==> config.mk <==
export PLATFORM = sky130hd
export DESIGN_NAME = irq_level_gate
export DESIGN_NICKNAME = d
export VERILOG_FILES = /design/src/rtl/irq_level_gate.sv
export SDC_FILE = /design/constraint.sdc
export NUM_CORES = 1
export LEC_CHECK = 0
export BUFFER_PORTS_ARGS = -buffer_cell sky130_fd_sc_hd__buf_2
export CAP_MARGIN = 20
export CELL_PAD_IN_SITES_DETAIL_PLACEMENT = 1
export CELL_PAD_IN_SITES_GLOBAL_PLACEMENT = 2
export CORE_MARGIN = 10
export CORE_UTILIZATION = 26
export DETAILED_ROUTE_END_ITERATION = 6
export PLACE_DENSITY = 0.78
export SLEW_MARGIN = 5
export SYNTH_ARGS = -nofsm -noshare
export SYNTH_HDL_FRONTEND = slang
export SYNTH_SLANG_ARGS = --single-unit
==> constraint.sdc <==
create_clock -name clk -period 2.3 [get_ports clk]
set_clock_uncertainty 0.1 [all_clocks]
set_input_delay 0.345 -clock clk [delete_from_list [all_inputs] [get_ports clk]]
set_output_delay 0.345 -clock clk [all_outputs]
set_load 0.05 [all_outputs]
==> src/rtl/irq_level_gate.sv <==
module irq_level_gate #(
  parameter int          LVL_W   = 4,
  parameter logic [7:0]  TT_BASE = 8'h40
) (
  input  logic                          clk,
  input  logic                          rst_n,
  input  logic [(1<<LVL_W)-2:0]         req_pend,
  input  logic                          int_en,
  input  logic                          mask_wr_en,
  input  logic [LVL_W-1:0]              mask_wr_data,
  output logic [LVL_W-1:0]              mask_lvl_o,
  output logic                          take_o,
  output logic [LVL_W-1:0]              take_lvl_o,
  output logic [7:0]                    take_tt_o
);
  localparam int NREQ = (1 << LVL_W) - 1;
  localparam logic [LVL_W-1:0] LVL_MAX = LVL_W'(NREQ);

  logic [LVL_W-1:0] mask_q, best, best_q;
  logic             elig, elig_q, fresh;

  always_comb begin
    best = '0;
    for (int i = 0; i < NREQ; i++)
      if (req_pend[i]) best = LVL_W'(i + 1);
  end

  assign elig  = int_en && (best > mask_q);
  assign fresh = elig && (!elig_q || best != best_q);
  assign mask_lvl_o = mask_q;

  always_ff @(posedge clk or negedge rst_n) begin
    if (!rst_n) begin
      mask_q     <= LVL_MAX;
      elig_q     <= 1'b0;
      best_q     <= '0;
      take_o     <= 1'b0;
      take_lvl_o <= '0;
      take_tt_o  <= '0;
    end else begin
      if (mask_wr_en) mask_q <= mask_wr_data;
      elig_q     <= elig;
      best_q     <= best;
      take_o     <= fresh;
      take_lvl_o <= fresh ? best : '0;
      take_tt_o  <= fresh ? TT_BASE + 8'(best) : 8'h00;
    end
  end


  above_mask_chk: assert property (@(posedge clk) disable iff (!rst_n)
    take_o |-> take_lvl_o > $past(mask_q));


  enable_gate_chk: assert property (@(posedge clk) disable iff (!rst_n)
    take_o |-> $past(int_en));


  trap_code_chk: assert property (@(posedge clk) disable iff (!rst_n)
    take_o |-> take_tt_o == TT_BASE + 8'(take_lvl_o));


  idle_zero_chk: assert property (@(posedge clk) disable iff (!rst_n)
    !take_o |-> (take_lvl_o == '0 && take_tt_o == 8'h00));


  single_pulse_chk: assert property (@(posedge clk) disable iff (!rst_n)
    take_o |=> (!take_o || take_lvl_o != $past(take_lvl_o)));


  full_mask_chk: assert property (@(posedge clk) disable iff (!rst_n)
    ($past(mask_q) == LVL_MAX) |-> !take_o);
endmodule

Word-level counts from Yosys, hierarchy flattened
Index checks and enable logic that the tools add are counted.

Register bits: 22. Input port bits: 23. Output and inout bits: 17.

Reduce and logical (&&, ||, !) cells: 4. $add $sub $neg: 1. Magnitude comparators: 1. Equality and inequality tests: 1. Mux-type cells: 17.

Operators with widths (count): two-way mux 4 bit (14); adder 7 x 4 -> 8 bit, first input constant (1); two-way mux 8 bit (1); > comparator 4 bit (1); != test 4 bit (1); logical AND 1 bit (2); two-way mux 2 bit (1); zero test 1 bit (1); logical OR 1 bit (1); two-way mux 1 bit (1).

Longest topological paths before layout
Gate-level depths: netlist of run 1.

Word-level depth: 19. Depth in mapped cells: 9. Depth with buffers taken out: 9.

Worst setup path before layout of run 1
No wires, ideal clock.

Path type: input port to flip-flop. Start point: input req_pend[9]. End point: register take_lvl_o[2]. Stages on the path: 9. Arrival: 2.135 ns. Library setup time: 0.156 ns. Setup slack: -0.092 ns. Path buffers: 0. Cells stage by stage: nor2_1 -> o311ai_0 -> a311o_1 -> ha_1 -> nor2b_1 -> o21a_1 -> o21a_1 -> o21ai_0 -> a221oi_1.

Longest elaborated chain between the ends: 10. Elaborated cells between the ends (all ways): 12. Those cells by class: 1 x order compare; 1 x eq/ne; 7 x mux; 3 x reduce/logical.

Ends and longest elaborated chain: from (decl) (line 7) `input logic [(1<<LVL_W)-2:0] req_pend,`; two-way mux 4 bit * (6 in a row) (line 25) `if (req_pend[i]) best = LVL_W'(i + 1);`; net best[1] (line 19) `logic [LVL_W-1:0] mask_q, best, best_q;`; > comparator 4 bit or != test 4 bit (tied branches) (line 28, 29); logical AND 1 bit or logical OR 1 bit (tied branches) (line 28, 29); logical AND 1 bit * (line 29) `assign fresh = elig && (!elig_q || best != best_q);`; two-way mux 4 bit * (line 45) `take_lvl_o <= fresh ? best : '0;`; to (signal assigned) (line 45); to (decl) (line 13) `output logic [LVL_W-1:0] take_lvl_o,`.

Mark *: on every way through the listed nets, which the timed path passes. The rest lies on a longest branch. A chain may end at the register's enable or synchronous reset.

Worst setup path in the final report of run 1
Start point: input req_pend[10]. End point: register take_tt_o[6].

Longest elaborated chain between the ends: 9. Elaborated cells between the ends (all ways): 12. Those cells by class: 1 x add/sub; 1 x order compare; 1 x eq/ne; 6 x mux; 3 x reduce/logical.

Ends and longest elaborated chain: two-way mux 4 bit * (5 in a row) (line 25); net best[1] (line 19); > comparator 4 bit or != test 4 bit (tied branches) (line 28, 29); logical AND 1 bit or logical OR 1 bit (tied branches) (line 28, 29); logical AND 1 bit * (line 29); net fresh (line 20) `logic elig, elig_q, fresh;`; two-way mux 8 bit * (line 46) `take_tt_o <= fresh ? TT_BASE + 8'(best) : 8'h00;`; to (signal assigned) (line 46); to (decl) (line 14) `output logic [7:0] take_tt_o`.

Marked as above.

==> results.cfg, run 1 <==
[flow_run]
cap_violations = 0

[final_layout]
layout.cells.most_common_list = buf_2 (36), buf_4 (15), dfrtp_1 (10)
instances_no_fill = 192
syn_to_final_growth_pct = 41.17
drive_above_1_share_pct = 47.95
final_area_um2 = 1270
final_common_cell = buf_2
regArea_um2 = 355.3
final_core_util_pct = 38.06
fillers = 419
diodes = 0
fin_nets = 174
multiInputGateArea_um2 = 484.2

[global_route]
grt_pass1_wl_mm = 4.505
antenna_found_initial = 0
grt_max_degree = 15
grt_pass1_vias = 1026
overflow = 0
grtUsageTotal_pct = 8.874

[worst_setup_path]
worstPathArrival_ns = 2.23
crit_path_max_fanout = 5
worstPathRequired_ns = 2.36
crit_slowest_cell = a311o_1
cpPeakStageDelay_ns = 0.40
crit_top_cell = o21a_1
path_class = in -> reg
crit_chain = buf_2 > nor2_1 > o311ai_1 > a311o_1 > ha_1 > nor2b_1 > o21a_1 > o21a_1 > o21ai_4 > a21oi_1
ff2ff_setup_slack_ns = 0.39
cp-end-kind = register
cp-start-kind = primary input

[clock_tree]
cts_root_buf = clkbuf_4
cts_made_buffers = 3
clk_pin_slew_ns = 0.09
cts.sinks = 14
h-tree-depth = 1
insertion_delay_ns = 0.28
cts_tree = built
clockBufferDepth = 2

[timing]
rsz0062_at_grt = false
hold_viol = 0
whs_ns = 0.1710
setup_viol = 0
final-max-slew-violation-count = 0
period_minus_slack_ns = 2.169
fmax_mhz = 460.9
fin_crit_sh_pct = 94.33

[yosys]
ys_ff_latch = 14
synth_edf_count = 0
synth_cell_types = 35
synthAdderAreaFrac_pct = 5.563
ys_seq_area_share_pct = 39.50
synth_ff_type = dfrtp_1
ys_warn_count = 0
synth_area_per_cell_um2 = 9.371
async_flop_share_pct = 100.0
syn-instance-count = 96
synth-compound-area-share_pct = 21.97
synth_mux_area_share_pct = 2.364
synth_top_family_by_area = compound AO/OA/AOI/OAI gates
synthXorXnorAreaFrac_pct = 0.9736
synth_area_um2 = 899.6
synthSimpleGateAreaFrac_pct = 18.78

[pwr]
powerDensity_nw_per_um2 = 590.4
p_leak_nw = 0.6146
ir_worst_vdd_v = 0.0001436

[die]
die-width_um = 78.82
dieArea_um2 = 6213
start_util_pct = 26.96
ios = 40
core_area_um2 = 3337
die_h_um = 78.82
num_rows = 21

[routing]
first_pass_iters = 4
vias_per_cell = 4.641
drt_iter0_drc = 21
vias = 891
routed_wl_mm = 2.766
drc = 0
ant_nets = 0
wl_per_cell_um = 14.41

[hold_path]
worstHoldPathType = in -> reg

[placement]
dp_hpwl_mm = 2.463
dp.cells = 187
placed_area_um2 = 1201
io_buffers = 36
place_congestion = 0.7565

[run_status]
status = complete, no violations
Yosys cell counts (2+ instances only):
cell / instances / area share, %
dfrtp_1: 10 / 28
inv_1: 9 / 3.8
nand2_1: 9 / 3.8
buf_4: 8 / 6.7
nor2_1: 7 / 2.9
o21ai_0: 5 / 2.8
dfstp_2: 4 / 12
ha_1: 4 / 5.6
or3_1: 4 / 2.8
a21oi_1: 3 / 1.7
a211oi_1: 2 / 1.7
a221oi_1: 2 / 1.9
nor2b_1: 2 / 1.4
nor4_1: 2 / 1.4
o211ai_1: 2 / 1.7
o21a_1: 2 / 1.7
or2_2: 2 / 1.4
or4_4: 2 / 2.5
flip-flops by register name, indices dropped and copies added (netlist names):
name and cells:
mask_lvl_o 4, best_q 4, take_lvl_o 3, take_tt_o 2, elig_q 1
worst max-delay path, delay by kind of cell:
| family | cells | cell delay [ns] |
|---|---|---|
| simple gates | 2 | 0.26 |
| buf+inv | 1 | 0.12 |
| compound gates | 6 | 1.19 |
| fa+ha+maj | 1 | 0.30 |
through the flow:
stage,TNS (ns),power (mW),setup slack [ns]
final,0,0.7498,0.1305
after global routing,0,0.7935,0.01686
after CTS,0,0.7518,0.07175
after detailed placement,-1.245,0.5722,-0.2273
after global placement,-0.7321,0.5623,-0.1842
after floorplan,0,0.4884,0.04032
worst paths after layout:
path                                  from  cells after the start             to
min reg2reg                      best_q[0]                      1  take_lvl_o[0]
max                           req_pend[10]                     10   take_tt_o[6]
min                        mask_wr_data[1]                      3  mask_lvl_o[1]
max in group asynchronous            rst_n                      2  mask_lvl_o[0]
min in group asynchronous            rst_n                      2   take_tt_o[3]
max reg2reg                  mask_lvl_o[1]                      7   take_tt_o[6]
cells by family after synthesis:
group                      after synthesis
AOI/OAI and AO/OA                       26
other                                    1
and+or+nand+nor                         31
xor gates and xnor gates                 1
adders and majority gates                4
buffers and inverters                   17
muxes                                    2
DFF                                     14
timing repair:
item | 4_1_cts | 5_1_grt
endpoints found under the hold margin | 10 | 0
gates resized for setup | 0 | 5
setup endpoints to repair | 0 | 4
setup buffers | 0 | 0
hold buffers | 1 | 0
report_power, final:
group	internal (mW)	total (mW)	switching, mW
clock	0.0963	0.177	0.0806
sequential	0.273	0.284	0.0113
combinational	0.0884	0.289	0.200
total	0.458	0.750	0.292
cell type report:
type | count | area share, %
clock buffers | 4 | 2.857
inverters | 9 | 2.660
multi-input cells | 67 | 38.13
flip-flops and latches | 14 | 27.98
well taps | 46 | 4.532
repair buffers | 52 | 23.84
routing by layer:
layer	share of wire [%]	vias to the layer above	GRT usage, %
met5	0	-	0
met4	1.0	0	4.301
met3	4.9	2	2.252
met2	55	20	17.19
met1	39	429	8.475
li1	-	440	-
(Power assumes the default switching activity.)
==> inputs of run 2 (changes only) <==
--- a/config.mk
+++ b/config.mk
@@ -5,12 +5,13 @@
 export SDC_FILE = /design/constraint.sdc
 export NUM_CORES = 1
 export LEC_CHECK = 0
+export ABC_AREA = 1
 export BUFFER_PORTS_ARGS = -buffer_cell sky130_fd_sc_hd__buf_2
 export CAP_MARGIN = 20
 export CELL_PAD_IN_SITES_DETAIL_PLACEMENT = 1
 export CELL_PAD_IN_SITES_GLOBAL_PLACEMENT = 2
 export CORE_MARGIN = 10
-export CORE_UTILIZATION = 26
+export CORE_UTILIZATION = 24
 export DETAILED_ROUTE_END_ITERATION = 6
 export PLACE_DENSITY = 0.78
 export SLEW_MARGIN = 5
==> results.cfg, run 2 <==
[yosys]
ys_warn_count = 0
synth_ff_type = dfrtp_1
synth_top_area_share_pct = 28.86
ys_seq_area_share_pct = 40.98
synth_edf_count = 0
synth_area_um2 = 867.1
synth_area_leader_cell = dfrtp_1
yosysMostFrequentCell = nand2_1
synth_area_leaders = dfrtp_1 (29%), dfstp_2 (12%), nand2_1 (12%), inv_1 (12%), buf_4 (6.9%)
synthTopCellsByCount = nand2_1 (28), inv_1 (27), dfrtp_1 (10), buf_4 (8)
async_flop_share_pct = 100.0
ys_ff_latch = 14
syn-instance-count = 115
synth_area_per_cell_um2 = 7.540
synth_cell_types = 20

[die]
die-width_um = 80.11
start_util_pct = 25.38
num_rows = 21
dieArea_um2 = 6417
ios = 40
die_h_um = 80.11
core_area_um2 = 3416

[worst_setup_path]
crit_slowest_cell = ha_1
path_buf_inv = 4
crit_path_max_fanout = 4
cp-end-kind = register
cpPeakStageDelay_ns = 0.26
worstPathArrival_ns = 2.04
crit_top_cell = nand2_1
crit_chain = buf_2 > inv_1 > nand2_1 > nand2_1 > nand2_1 > nand2_1 > nand2_1 > nand2_1 > nand2_1 > nand2_1 > nand2_1 > nand2_1 > nand2_1 > nand2_1 > nand2_1 > nand2_1 > inv_1 > ha_1 > nand2_1 > o21ai_0 > a21oi_1 > buf_4 > nand2_2 > nor2_1
path_class = in -> reg
cp-start-kind = primary input
ff2ff_setup_slack_ns = 0.60
path_delay_family = simple AND/OR/NAND/NOR gates
worstPathRequired_ns = 2.38

[clock_tree]
h-tree-depth = 1
insertion_delay_ns = 0.28
cts_made_buffers = 3
cts_root_buf = clkbuf_4
clockBufferDepth = 2
cts_tree = built
clk_pin_slew_ns = 0.09
cts.sinks = 14

[timing]
final.setup.worst_slack_ns = 0.3353
fmax_mhz = 509.0
setup_viol = 0
rsz0062_at_grt = false
period_minus_slack_ns = 1.965
final-max-slew-violation-count = 0
hold_viol = 0
whs_ns = 0.1732
timing.setup.tns_ns = 0
fin_crit_sh_pct = 85.42

[global_route]
overflow = 0
antenna_found_initial = 0
grt_pass1_vias = 867
grtUsageTotal_pct = 7.151
grt_pass1_wl_mm = 3.698
grt_max_degree = 15

[run_status]
status = complete, no violations

[placement]
post-place-ws_ns = -0.02325
dp.cells = 193
dp_hpwl_mm = 1.944
place_congestion = 0.7421
io_buffers = 36

[routing]
drt_iter0_drc = 13
routed_wl_mm = 2.226
vias = 782
wl_per_cell_um = 11.24
ant_nets = 0
first_pass_iters = 4
vias_per_cell = 3.949
drc = 0

[hold_path]
worstHoldPathType = in -> reg

[final_layout]
multiInputGateArea_um2 = 357.8
instances_no_fill = 198
syn_to_final_growth_pct = 28.43
final_common_cell = buf_2
fillers = 457
regArea_um2 = 355.3
drive_above_1_share_pct = 34.87
final_core_util_pct = 32.60
diodes = 0
layout.cells.most_common_list = buf_2 (36), nand2_1 (28), inv_1 (27)
fin_nets = 180

[pwr]
powerDensity_nw_per_um2 = 642.3
p_leak_nw = 0.6621
ir_worst_vdd_v = 0.0001454

[flow_run]
cap_violations = 0
[run 2: worst paths after layout]
kind                                      start  cells after the start             to
worst min-delay path            mask_wr_data[1]                      3  mask_lvl_o[1]
min in group asynchronous                 rst_n                      2         elig_q
worst max register to register    mask_lvl_o[1]                      9   take_tt_o[3]
max in group asynchronous                 rst_n                      2  mask_lvl_o[0]
worst max-delay path                req_pend[1]                     24   take_tt_o[3]
worst min register to register    mask_lvl_o[2]                      2  mask_lvl_o[2]
[run 2: kinds of logic (layout without fill, tap and decap cells)]
logic type                 Yosys count  after routing  share of synthesized area, %
muxes                                1              1                         1.299
xor gates and xnor gates             2              2                         2.021
DFF                                 14             14                         40.98
adders and majority gates            4              4                         5.772
buffers and inverters               35             70                         18.62
other                                1              3                        0.4325
AOI/OAI and AO/OA                    9              9                         6.349
and+or+nand+nor                     49             49                         24.53
[run 2: where the power goes]
group	switching, mW	internal, mW	leakage, nW
sequential	0.00914	0.272	0.157
combinational	0.186	0.0671	0.484
clock	0.0841	0.0965	0.0210
[run 2: timing repair]
item	4_1_cts	5_1_grt
hold buffers	1	0
resized for setup	0	0
setup endpoints to repair	0	0
endpoints found under the hold margin	10	0
buffers inserted	0	0
[run 2: area by class of cell]
type | instances | area share, %
Tap cell | 46 | 5.169
Multi-Input combinational cell | 68 | 32.13
Timing Repair Buffer | 39 | 18.43
Clock buffer | 4 | 3.258
Sequential cell | 14 | 31.91
Inverter | 27 | 9.101
[run 2: worst reg2reg max path, delay by kind of cell, from the launching register on]
kind | cells | cell delay (ns)
adder cells (fa/ha/maj) | 1 | 0.30
AO/OA/AOI/OAI | 2 | 0.23
flip-flops | 1 | 0.54
AND/OR/NAND/NOR | 3 | 0.17
buffers and inverters | 3 | 0.26
[run 2: through the flow]
step,power [mW],area (um^2)
2_1_floorplan,0.4836,874.6
3_3_place_gp,0.5353,1067
3_5_place_dp,0.5423,1067
4_1_cts,0.7230,1114
5_1_grt,0.7575,1114
6_report,0.7153,1114
[run 2: routing by layer]
metal | routed length [um] | vias up | global-route usage [%]
li1 | - | 406 | -
met1 | 838 | 352 | 6.735
met2 | 1212 | 20 | 13.24
met3 | 130 | 4 | 2.561
met4 | 44 | 0 | 3.697
met5 | 0 | - | 0
==> inputs of run 3 (changes only) <==
--- a/config.mk
+++ b/config.mk
@@ -11,9 +11,9 @@
 export CELL_PAD_IN_SITES_DETAIL_PLACEMENT = 1
 export CELL_PAD_IN_SITES_GLOBAL_PLACEMENT = 2
 export CORE_MARGIN = 10
-export CORE_UTILIZATION = 24
+export CORE_UTILIZATION = 25
 export DETAILED_ROUTE_END_ITERATION = 6
-export PLACE_DENSITY = 0.78
+export PLACE_DENSITY = 0.81
 export SLEW_MARGIN = 5
 export SYNTH_ARGS = -nofsm -noshare
 export SYNTH_HDL_FRONTEND = slang
==> constraint.sdc (replaced) <==
create_clock -name clk -period 2.4 [get_ports clk]
set_clock_uncertainty 0.1 [all_clocks]
set_input_delay 0.36 -clock clk [delete_from_list [all_inputs] [get_ports clk]]
set_output_delay 0.36 -clock clk [all_outputs]
set_load 0.05 [all_outputs]
==> results.cfg, run 3 (synthesis results as in run 2) <==
[routing]
drc = 0
vias = 768
vias_per_cell = 3.898
ant_nets = 0
wl_per_cell_um = 11.10
first_pass_iters = 3
routed_wl_mm = 2.187
drt_iter0_drc = 37

[final_layout]
final_core_util_pct = 32.85
final_common_cell = buf_2
fillers = 443
layout.cells.most_common_list = buf_2 (36), nand2_1 (28), inv_1 (27)
syn_to_final_growth_pct = 26.41
fin_nets = 179
diodes = 0
drive_above_1_share_pct = 33.77
instances_no_fill = 197

[timing]
timing.setup.tns_ns = 0
hold_viol = 0
final-max-slew-violation-count = 0
fmax_mhz = 488.0
fin_crit_sh_pct = 85.39
rsz0062_at_grt = false
setup_viol = 0
period_minus_slack_ns = 2.049

[worst_setup_path]
crit_path_max_fanout = 4
path_buf_inv = 3
cp-start-kind = primary input
crit_slowest_cell = a21oi_1
cp-end-kind = register
worstPathArrival_ns = 2.16
crit_chain = buf_2 > inv_1 > nand2_1 > nand2_1 > nand2_1 > nand2_1 > nand2_1 > nand2_1 > nand2_1 > nand2_1 > nand2_1 > nand2_1 > nand2_1 > nand2_1 > nand2_1 > nand2_1 > inv_1 > ha_1 > nand2_1 > o21ai_0 > a21oi_1 > nand2_2 > nor2_1
ff2ff_setup_slack_ns = 0.61
path_delay_family = simple AND/OR/NAND/NOR gates
crit_top_cell = nand2_1
worstPathRequired_ns = 2.51
path_class = in -> reg
cpPeakStageDelay_ns = 0.29

[die]
ios = 40
core_area_um2 = 3337
die-width_um = 78.89
die_h_um = 78.89
num_rows = 21
dieArea_um2 = 6224
start_util_pct = 25.98

[clock_tree]
cts_tree = built
cts.repair.resized = 0
cts_root_buf = clkbuf_4
clk_pin_slew_ns = 0.09
insertion_delay_ns = 0.28
clockBufferDepth = 2
cts.sinks = 14
h-tree-depth = 1
cts_made_buffers = 3

[pwr]
combPwrFrac_pct = 36.9
pwr-share-seq_pct = 41.5
p_leak_nw = 0.6511
p_int_uw = 387.7
p_sw_share_pct = 40.30
p_switching_uw = 261.7
clockPowerShare_pct = 21.5
ir_worst_vdd_v = 0.0001466
powerDensity_nw_per_um2 = 592.5

[global_route]
antenna_found_initial = 0
grtUsageTotal_pct = 7.252
grt_pass1_vias = 867
grt_max_degree = 15
overflow = 0
grt_pass1_wl_mm = 3.670

[placement]
dp_hpwl_mm = 1.907
place_congestion = 0.7148
io_buffers = 36
dp.cells = 192

[flow_run]
cap_violations = 0

[run_status]
status = complete, no violations

[hold_path]
worstHoldPathType = in -> reg
run 3: through the flow:
stage	hold slack (ns)	setup WS (ns)	total power, mW	area (um^2)
after floorplan	-0.03559	0.3482	0.4634	874.6
after global placement	0.1671	0.06902	0.5098	1060
after detailed placement	0.1780	0.04673	0.5164	1060
after CTS	0.1900	0.3325	0.6625	1096
after global routing	0.1982	0.0002622	0.6954	1096
final	0.2046	0.3506	0.6494	1096
run 3: area by class of cell:
class,instances,area (um^2),area share (%)
Inverter,27,101.3,9.247
Timing Repair Buffer,38,197.7,18.04
Tap cell,46,57.56,5.251
Sequential cell,14,355.3,32.42
Clock buffer,4,26.28,2.397
Multi-Input combinational cell,68,357.8,32.65
run 3: final timing paths:
check | startpoint | endpoint | depth (start not counted)
worst max-delay path | req_pend[1] | take_tt_o[3] | 23
worst min-delay path | mask_wr_data[1] | mask_lvl_o[1] | 3
worst max register to register | mask_lvl_o[1] | take_tt_o[3] | 8
worst min register to register | mask_lvl_o[1] | mask_lvl_o[1] | 2
max in group asynchronous | rst_n | mask_lvl_o[0] | 2
min in group asynchronous | rst_n | take_tt_o[6] | 2
run 3: repair_timing:
action,in CTS,in global routing
setup buffers,0,0
hold endpoints to repair,10,0
hold buffers,1,0
run 3: routing by layer:
| layer | up-vias | routed length (um) | share of wire (%) | GRT usage [%] |
|---|---|---|---|---|
| li1 | 405 | - | - | - |
| met1 | 343 | 841 | 38 | 6.975 |
| met2 | 18 | 1176 | 54 | 13.32 |
| met3 | 2 | 139 | 6.4 | 2.590 |
| met4 | 0 | 29 | 1.3 | 3.763 |
| met5 | - | 0 | 0 | 0 |
run 3: power by group through the flow:
| stage | logic (mW) | registers [mW] | clock network, mW |
|---|---|---|---|
| 6_report | 0.240 | 0.270 | 0.140 |
| 5_1_grt | 0.262 | 0.274 | 0.159 |
| 4_1_cts | 0.244 | 0.270 | 0.149 |
| 3_5_place_dp | 0.242 | 0.274 | 0 |
| 3_3_place_gp | 0.236 | 0.274 | 0 |
| 2_1_floorplan | 0.128 | 0.335 | 0 |
run 3: tightest hold or removal path, delay by kind of cell:
| kind | cells | cell delay, ns |
|---|---|---|
| compound gates | 1 | 0.06 |
| simple gates | 1 | 0.04 |
| buf+inv | 1 | 0.08 |
